## config.mk

```make
export PLATFORM = sky130hd
export DESIGN_NAME = dac_latch_fmt
export DESIGN_NICKNAME = d
export VERILOG_FILES = /design/src/rtl/dacfmt_pkg.sv /design/src/rtl/fmt_cfg_latch.sv /design/src/rtl/fmt_word_timer.sv /design/src/rtl/fmt_chan_shift.sv /design/src/rtl/dac_latch_fmt.sv
export SDC_FILE = /design/constraint.sdc
export NUM_CORES = 1
export LEC_CHECK = 0
export ABC_AREA = 1
export BUFFER_PORTS_ARGS = -buffer_cell sky130_fd_sc_hd__buf_2
export CORE_MARGIN = 2
export CORE_UTILIZATION = 55
export DETAILED_ROUTE_END_ITERATION = 8
export GPL_ROUTABILITY_DRIVEN = 0
export PLACE_DENSITY = 0.87
export SLEW_MARGIN = 20
export SYNTH_ARGS = -nofsm -noshare
export SYNTH_HDL_FRONTEND = slang
export SYNTH_HIERARCHICAL = 1
export SYNTH_SLANG_ARGS = --single-unit
export TNS_END_PERCENT = 100
```

## constraint.sdc

```tcl
create_clock -name clk -period 3.2 [get_ports clk]
set_clock_uncertainty 0.2 [all_clocks]
set_input_delay 0 -clock clk [delete_from_list [all_inputs] [get_ports clk]]
set_output_delay 0 -clock clk [all_outputs]
set_load 0.005 [all_outputs]
```

## src/rtl/dacfmt_pkg.sv

```systemverilog
// Package: shared configuration type and elaboration-time helpers for the
// latch-type DAC formatter. Assumes WORD_PERIOD is large enough that every
// bit clock half-period computes to at least one master clock.
package dacfmt_pkg;

    localparam int CFG_W = 8;

    // Word configuration captured at each word start
    typedef struct packed {
        logic [CFG_W-1:0] len;
        logic [CFG_W-1:0] half;
        logic [CFG_W-1:0] quiet;
    } cfg_t;

    // Word length in bits for a select code
    function automatic int wl_bits(input logic [1:0] sel);
        case (sel)
            2'd0:    return 16;
            2'd1:    return 18;
            2'd2:    return 20;
            default: return 24;
        endcase
    endfunction

    // Bit clock half-period in master clocks for a given word length
    function automatic int bit_half(input int len, input int wp, input int spare);
        return wp / (2 * (len + spare));
    endfunction

    // Largest quiet window (bit clock cycles) that still fits the word period
    function automatic int quiet_max(input int len, input int wp, input int lw, input int spare);
        int h;
        int r;
        h = bit_half(len, wp, spare);
        if (h == 0) return 0;
        r = (wp - lw) / (2 * h) - len;
        return (r < 0) ? 0 : r;
    endfunction

endpackage

```

## src/rtl/fmt_cfg_latch.sv

```systemverilog
// Module: fmt_cfg_latch
// Decodes the word length select into length, bit clock half-period and
// quiet-window limit, clamps the requested quiet window, and registers the
// result at each word start. Assumes word_start is a single-cycle strobe.
module fmt_cfg_latch
    import dacfmt_pkg::*;
#(
    parameter int WORD_PERIOD = 256,
    parameter int LATCH_W     = 4,
    parameter int BIT_SPARE   = 8,
    parameter int QW          = 4
) (
    input  logic          clk,
    input  logic          rst_n,
    input  logic          word_start,
    input  logic [1:0]    wl_sel,
    input  logic [QW-1:0] quiet_in,
    output cfg_t          cfg_q
);

    localparam int N_SEL = 4;

    logic [CFG_W-1:0] len_lut  [N_SEL];
    logic [CFG_W-1:0] half_lut [N_SEL];
    logic [CFG_W-1:0] qmax_lut [N_SEL];

    // Constant per-length tables, one entry per select code
    for (genvar i = 0; i < N_SEL; i++) begin : g_lut
        localparam int LEN_I  = wl_bits(2'(i));
        localparam int HALF_I = bit_half(LEN_I, WORD_PERIOD, BIT_SPARE);
        localparam int QMAX_I = quiet_max(LEN_I, WORD_PERIOD, LATCH_W, BIT_SPARE);
        assign len_lut[i]  = CFG_W'(LEN_I);
        assign half_lut[i] = CFG_W'(HALF_I);
        assign qmax_lut[i] = CFG_W'(QMAX_I);
    end

    logic [CFG_W-1:0] q_ext;
    logic [CFG_W-1:0] q_lim;
    cfg_t             cfg_d;

    // Select the table entries and clamp the quiet request
    always_comb begin
        q_ext       = CFG_W'(quiet_in);
        q_lim       = qmax_lut[wl_sel];
        cfg_d.len   = len_lut[wl_sel];
        cfg_d.half  = half_lut[wl_sel];
        cfg_d.quiet = (q_ext > q_lim) ? q_lim : q_ext;
    end

    // Hold the configuration for the whole word period
    always_ff @(posedge clk) begin
        if (!rst_n) begin
            cfg_q <= '0;
        end else if (word_start) begin
            cfg_q <= cfg_d;
        end
    end

endmodule

```

## src/rtl/fmt_word_timer.sv

```systemverilog
// Module: fmt_word_timer
// Divides the master clock into word periods, produces the latch pulse at
// the start of each, then times the quiet window and the bit cycles of the
// word from the registered configuration. The bit clock phase restarts when
// the latch pulse ends; its rate comes from cfg.half only.
// Assumes LATCH_W >= 1 and that the configuration fits the word period.
module fmt_word_timer
    import dacfmt_pkg::*;
#(
    parameter int WORD_PERIOD = 256,
    parameter int LATCH_W     = 4
) (
    input  logic clk,
    input  logic rst_n,
    input  cfg_t cfg,
    output logic word_start,
    output logic shift_stb,
    output logic latch_o,
    output logic bclk_o
);

    localparam int              WC_W    = $clog2(WORD_PERIOD);
    localparam int              CNT_W   = CFG_W + 1;
    localparam logic [WC_W-1:0] WC_LAST = WC_W'(WORD_PERIOD - 1);
    localparam logic [WC_W-1:0] LW_C    = WC_W'(LATCH_W);

    logic [WC_W-1:0]  wc;
    logic [CNT_W-1:0] pc;
    logic [CNT_W-1:0] bc;
    logic [CNT_W-1:0] ph_last;
    logic [CNT_W-1:0] half_c;
    logic [CNT_W-1:0] first_bit;
    logic [CNT_W-1:0] end_bit;
    logic             in_latch;
    logic             active;

    // Decode the current position inside the word period
    always_comb begin
        in_latch   = (wc < LW_C);
        word_start = (wc == '0);
        ph_last    = {cfg.half, 1'b0} - 1'b1;
        half_c     = {1'b0, cfg.half};
        first_bit  = {1'b0, cfg.quiet};
        end_bit    = {1'b0, cfg.quiet} + {1'b0, cfg.len};
        active     = !in_latch && (bc >= first_bit) && (bc < end_bit);
        shift_stb  = active && (pc == '0);
    end

    // Word period divider on the master clock
    always_ff @(posedge clk) begin
        if (!rst_n) begin
            wc <= '0;
        end else if (wc == WC_LAST) begin
            wc <= '0;
        end else begin
            wc <= wc + 1'b1;
        end
    end

    // Bit clock phase and bit cycle counters, restarted during the latch
    always_ff @(posedge clk) begin
        if (!rst_n) begin
            pc <= '0;
            bc <= '0;
        end else if (in_latch) begin
            pc <= '0;
            bc <= '0;
        end else if (pc == ph_last) begin
            pc <= '0;
            bc <= bc + 1'b1;
        end else begin
            pc <= pc + 1'b1;
        end
    end

    // Registered latch and bit clock outputs
    always_ff @(posedge clk) begin
        if (!rst_n) begin
            latch_o <= 1'b0;
            bclk_o  <= 1'b0;
        end else begin
            latch_o <= in_latch;
            bclk_o  <= active && (pc >= half_c);
        end
    end

endmodule

```

## src/rtl/fmt_chan_shift.sv

```systemverilog
// Module: fmt_chan_shift
// One channel: pops its FIFO at the word start, or reuses the last word on
// an empty FIFO, and shifts the word out MSB first on each shift strobe.
// Assumes a show-ahead FIFO whose head is valid whenever it is not empty,
// and that word_start and shift_stb never coincide.
module fmt_chan_shift #(
    parameter int DW = 24
) (
    input  logic          clk,
    input  logic          rst_n,
    input  logic          word_start,
    input  logic          shift_stb,
    input  logic          fifo_empty,
    input  logic [DW-1:0] fifo_data,
    output logic          fifo_pop,
    output logic          dout,
    output logic          underrun
);

    logic [DW-1:0] sh;
    logic [DW-1:0] last_w;

    // Take one word per word period from a non-empty FIFO
    assign fifo_pop = rst_n && word_start && !fifo_empty;

    // Load, repeat or shift the channel word
    always_ff @(posedge clk) begin
        if (!rst_n) begin
            sh       <= '0;
            last_w   <= '0;
            dout     <= 1'b0;
            underrun <= 1'b0;
        end else if (word_start) begin
            if (!fifo_empty) begin
                sh       <= fifo_data;
                last_w   <= fifo_data;
                underrun <= 1'b0;
            end else begin
                sh       <= last_w;
                underrun <= 1'b1;
            end
        end else if (shift_stb) begin
            dout <= sh[DW-1];
            sh   <= {sh[DW-2:0], 1'b0};
        end
    end

endmodule

```

## src/rtl/dac_latch_fmt.sv

```systemverilog
// Module: dac_latch_fmt (top)
// Two-channel serial formatter for a latch-type DAC: word-rate latch from
// the master clock divider, length-dependent bit clock, quiet window after
// each latch, per-channel FIFO read with repeat on underrun.
// Assumes DW >= 24 so every selectable word length fits the sample.
module dac_latch_fmt
    import dacfmt_pkg::*;
#(
    parameter int WORD_PERIOD = 256,
    parameter int LATCH_W     = 4,
    parameter int BIT_SPARE   = 8,
    parameter int DW          = 24,
    parameter int QW          = 4
) (
    input  logic          clk,
    input  logic          rst_n,
    input  logic [1:0]    wl_sel,
    input  logic [QW-1:0] quiet_in,
    input  logic          l_empty,
    input  logic [DW-1:0] l_data,
    output logic          l_pop,
    input  logic          r_empty,
    input  logic [DW-1:0] r_data,
    output logic          r_pop,
    output logic          dac_latch,
    output logic          dac_bclk,
    output logic          dac_sd_l,
    output logic          dac_sd_r,
    output logic          l_underrun,
    output logic          r_underrun
);

    localparam int N_CH = 2;

    cfg_t                    cfg_q;
    logic                    word_start;
    logic                    shift_stb;
    logic [N_CH-1:0]         emp_v;
    logic [N_CH-1:0][DW-1:0] dat_v;
    logic [N_CH-1:0]         pop_v;
    logic [N_CH-1:0]         sd_v;
    logic [N_CH-1:0]         ur_v;

    fmt_cfg_latch #(
        .WORD_PERIOD(WORD_PERIOD),
        .LATCH_W    (LATCH_W),
        .BIT_SPARE  (BIT_SPARE),
        .QW         (QW)
    ) u_cfg (
        .clk       (clk),
        .rst_n     (rst_n),
        .word_start(word_start),
        .wl_sel    (wl_sel),
        .quiet_in  (quiet_in),
        .cfg_q     (cfg_q)
    );

    fmt_word_timer #(
        .WORD_PERIOD(WORD_PERIOD),
        .LATCH_W    (LATCH_W)
    ) u_tmr (
        .clk       (clk),
        .rst_n     (rst_n),
        .cfg       (cfg_q),
        .word_start(word_start),
        .shift_stb (shift_stb),
        .latch_o   (dac_latch),
        .bclk_o    (dac_bclk)
    );

    // Gather the per-channel FIFO inputs into vectors
    assign emp_v = {r_empty, l_empty};
    assign dat_v = {r_data, l_data};

    // One shifter per channel on the shared timing
    for (genvar c = 0; c < N_CH; c++) begin : g_ch
        fmt_chan_shift #(
            .DW(DW)
        ) u_sh (
            .clk       (clk),
            .rst_n     (rst_n),
            .word_start(word_start),
            .shift_stb (shift_stb),
            .fifo_empty(emp_v[c]),
            .fifo_data (dat_v[c]),
            .fifo_pop  (pop_v[c]),
            .dout      (sd_v[c]),
            .underrun  (ur_v[c])
        );
    end

    // Spread the channel vectors onto the ports
    assign l_pop      = pop_v[0];
    assign r_pop      = pop_v[1];
    assign dac_sd_l   = sd_v[0];
    assign dac_sd_r   = sd_v[1];
    assign l_underrun = ur_v[0];
    assign r_underrun = ur_v[1];

endmodule

```

==> out/metrics.yaml <==
run_status:
  outcome: "finished with violations"
  violations: "negative setup slack"
cells_and_area:
  fin_nets: 1439
  fillerInstances: 995
  final_common_cell: "nand2_1"
  layout_common_cells: "nand2_1 (330), nor2_1 (203), dfxtp_1 (133), a21oi_1 (94), inv_1 (92)"
  n_antenna_cell: 0
  area_delta_synth_final_pct: 26.0
  stdcell_count: 1532
  layout-drive-gt1-share_pct: 18.3
  final_core_util_pct: 71.4
cts:
  numCtsBuffers: 17
  cts_max_level: 4
  clkLatencyLatePin_ps: 430
  cts_sinks: 137
  clk_pin_slew_ps: 70
  cts-root-buf: "clkbuf_16"
  cts_buffer_depth: 2
  tritoncts: "yes"
synthesis:
  synth_top_area_cell: "dfxtp_1"
  synth_cell_types: 44
  synth.area.mux_share_pct: 0
  ys_ff_latch: 137
  synth_compound_area_share_pct: 10.2
  synth_area_per_cell_um2: 6.55
  synth_cells: 1209
  yosys.area_share.adder_pct: 6.73
  synth-simple-area-share_pct: 36.5
  synth_ff_type: "dfxtp_1"
  yosys.area.top_type_share_pct: 34.6
  synth-async-reset-ratio_pct: 0
  netlist_area_um2: 7920
  synth.area.top_cells: "dfxtp_1 (35%), nand2_1 (17%), nor2_1 (10%), ha_1 (6.5%), a21oi_1 (6.3%)"
  synth_top_family_by_area: "simple AND/OR/NAND/NOR gates"
  ys_seq_area_share_pct: 34.6
  yosys.area_share.xor_xnor_pct: 1.99
  yosys_warnings: 6
  synth_edf_count: 0
timing:
  setup_viol: 19
  fin_ws_ps: -75.7
  rsz0062_at_grt: "true"
  hold_violations: 0
  fin_crit_sh_pct: 102
  tightest_slew_ps: 1270
  slew_viol_final: 0
  fin_crit_ps: 3280
  fmax_mhz: 305
  slew-limit-headroom_pct: 15.0
floorplan:
  io_pins: 66
  initial_core_util_pct: 56.6
  die_w_um: 124
  fp-row-count: 43
  chipHeight_um: 124
  coreArea_um2: 14000
  dieArea_um2: 15400
global_routing:
  grt_pass1_vias: 7507
  grt_antenna_before_repair: 0
  grt_pass1_wl_mm: 32.6
  grt_max_degree: 66
  grt.total_usage_pct: 26.4
  grt-ovfl-total: 0
setup_path:
  critPathKind: "reg -> reg"
  r2r_end: "g_ch[1].u_sh/sh[9]"
  critical_path.startpoint: "u_cfg/cfg_q[2]"
  cpMostUsedCell: "nand2_1"
  path_buf_inv: 4
  max_stage_delay_ps: 340
  r2r-start: "u_cfg/cfg_q[2]"
  path_cells: "ha_4 > a21oi_2 > nand2_1 > buf_4 > buf_4 > xnor2_1 > ha_1 > nand2_1 > o21ai_1 > nand2_1 > nand2_1 > nor2_2 > nand3_2 > nor3_4 > buf_6 > buf_8 > nand3_4 > nand2_2 > nor2_1 > nor2_1"
  path_depth: 20
  worstPathRequired_ps: 3350
  slowest_stage: "dfxtp_2"
  cp_data_arrival_time_ps: 3430
  cp_max_fo: 7
  reg2reg_slack_ps: -80
  path_delay_family: "simple AND/OR/NAND/NOR gates"
  cp-endpoint: "g_ch[1].u_sh/sh[9]"
  startpoint_type: "register"
  r2r_cells: 20
  crit_path_end_kind: "register"
power:
  p_per_area_nw_per_um2: 489
  ir_drop_v: 0.000418
  leakage_uw: 0.00454
job:
  cap_violations: 0
routing:
  drtPass1Iterations: 5
  ant_nets: 0
  drt_iter0_markers: 671
  viasPerCell: 5.33
  post-route-drc-count: 0
  wl_per_cell_um: 13.6
  num_vias: 8168
  wirelength_mm: 20.8
placed_design:
  placedCellCount: 1429
  post-place-ws_ps: -136
  portBuffers: 65
  dp_hpwl_mm: 12.0
worst_hold_path:
  holdCritPathClass: "in -> reg"
[flip-flops by register name (all words and copies together), names as in the netlist]
name / flops
u_cfg/cfg_q: 9
g_ch.u_sh/last_w: 48
u_tmr/bc: 9
u_tmr/bclk_o: 1
g_ch.u_sh/sh: 48
u_tmr/pc: 9
u_tmr/wc: 8
g_ch.u_sh/dout: 2
u_tmr/latch_o: 1
g_ch.u_sh/underrun: 2
[layer usage]
metal	track usage (%)	up-vias	routed length (µm)	part of all wire [%]
li1	-	4099	-	-
met1	30.6	3765	8740	42
met2	48.2	251	10600	51
met3	4.53	53	979	4.7
met4	10.3	0	508	2.4
met5	0	-	0	0
[power by group]
group | internal (µW) | total [µW] | switching (µW)
logic | 403 | 1020 | 620
clock network | 1110 | 1920 | 811
registers | 1840 | 1940 | 92.1
[logic make-up (layout without fill, tap and decap cells)]
kind of cell,after synthesis,in the layout
compound gates,153,153
xor+xnor,18,18
fa+ha+maj,42,42
buf+inv,169,297
flops,137,137
other cells,1,14
simple gates,689,691
[Yosys cell counts (all sizes together), types with 2 or more instances]
library cell,instances
nand2,363
nor2,220
dfxtp,137
inv,106
a21oi,100
nand3,67
buf,51
ha,41
o21ai,41
nand4,19
xor2,12
clkbuf,11
nor3,11
xnor2,6
a211oi,3
nor3b,3
nor4,3
and2,2
o211ai,2
o21a,2
o31ai,2
[worst reg2reg max path, delay by kind of cell, from the launching register on]
| kind | cells | cell delay (ps) |
|---|---|---|
| xor+xnor | 1 | 170 |
| buf+inv | 4 | 630 |
| fa+ha+maj | 2 | 510 |
| simple gates | 11 | 1160 |
| flops | 1 | 340 |
| compound gates | 2 | 200 |
[through the flow]
| stage | total power, µW | setup TNS, ps | hold slack [ps] | cell area, µm² |
|---|---|---|---|---|
| floorplan | 2600 | 0 | -82.5 | 7970 |
| CTS | 4810 | -2860 | 48.0 | 9740 |
| detailed placement | 2790 | -4540 | 52.1 | 8350 |
| global placement | 2760 | -931 | 49.6 | 8350 |
| global route | 5100 | -9590 | 119 | 9980 |
| finish | 4880 | -493 | 76.1 | 9980 |
[cell type report]
type	count	area, µm²	area share, %
timing repair buffer	158	1260	12.7
tap	180	225	2.26
clock inverter	13	133	1.33
clock buffer	19	443	4.44
multi-input combinational	918	4760	47.7
inverter	107	407	4.07
sequential	137	2750	27.5
[worst min-delay path by stage]
stage	cells after the start	to	start	slack, ps
detailed placement	3	u_cfg/cfg_q[0]	quiet_in[0]	50
global route	5	g_ch[0].u_sh/last_w[2]	l_empty	120
global placement	3	u_cfg/cfg_q[0]	quiet_in[0]	50
finish	5	g_ch[0].u_sh/sh[22]	l_empty	80
CTS	5	g_ch[0].u_sh/sh[0]	l_empty	50
floorplan	2	u_cfg/cfg_q[0]	quiet_in[0]	-80
[what timing repair did]
action / CTS / global route
gates cloned: 4 / 1
resized for setup: 42 / 67
endpoints found under the setup margin: 50 / 51
hold buffers: 59 / 0
buffers inserted: 9 / 0
hold endpoints to repair: 115 / 0
pin swaps: 42 / 68
Note: power is estimated with default switching activity, not from simulation.
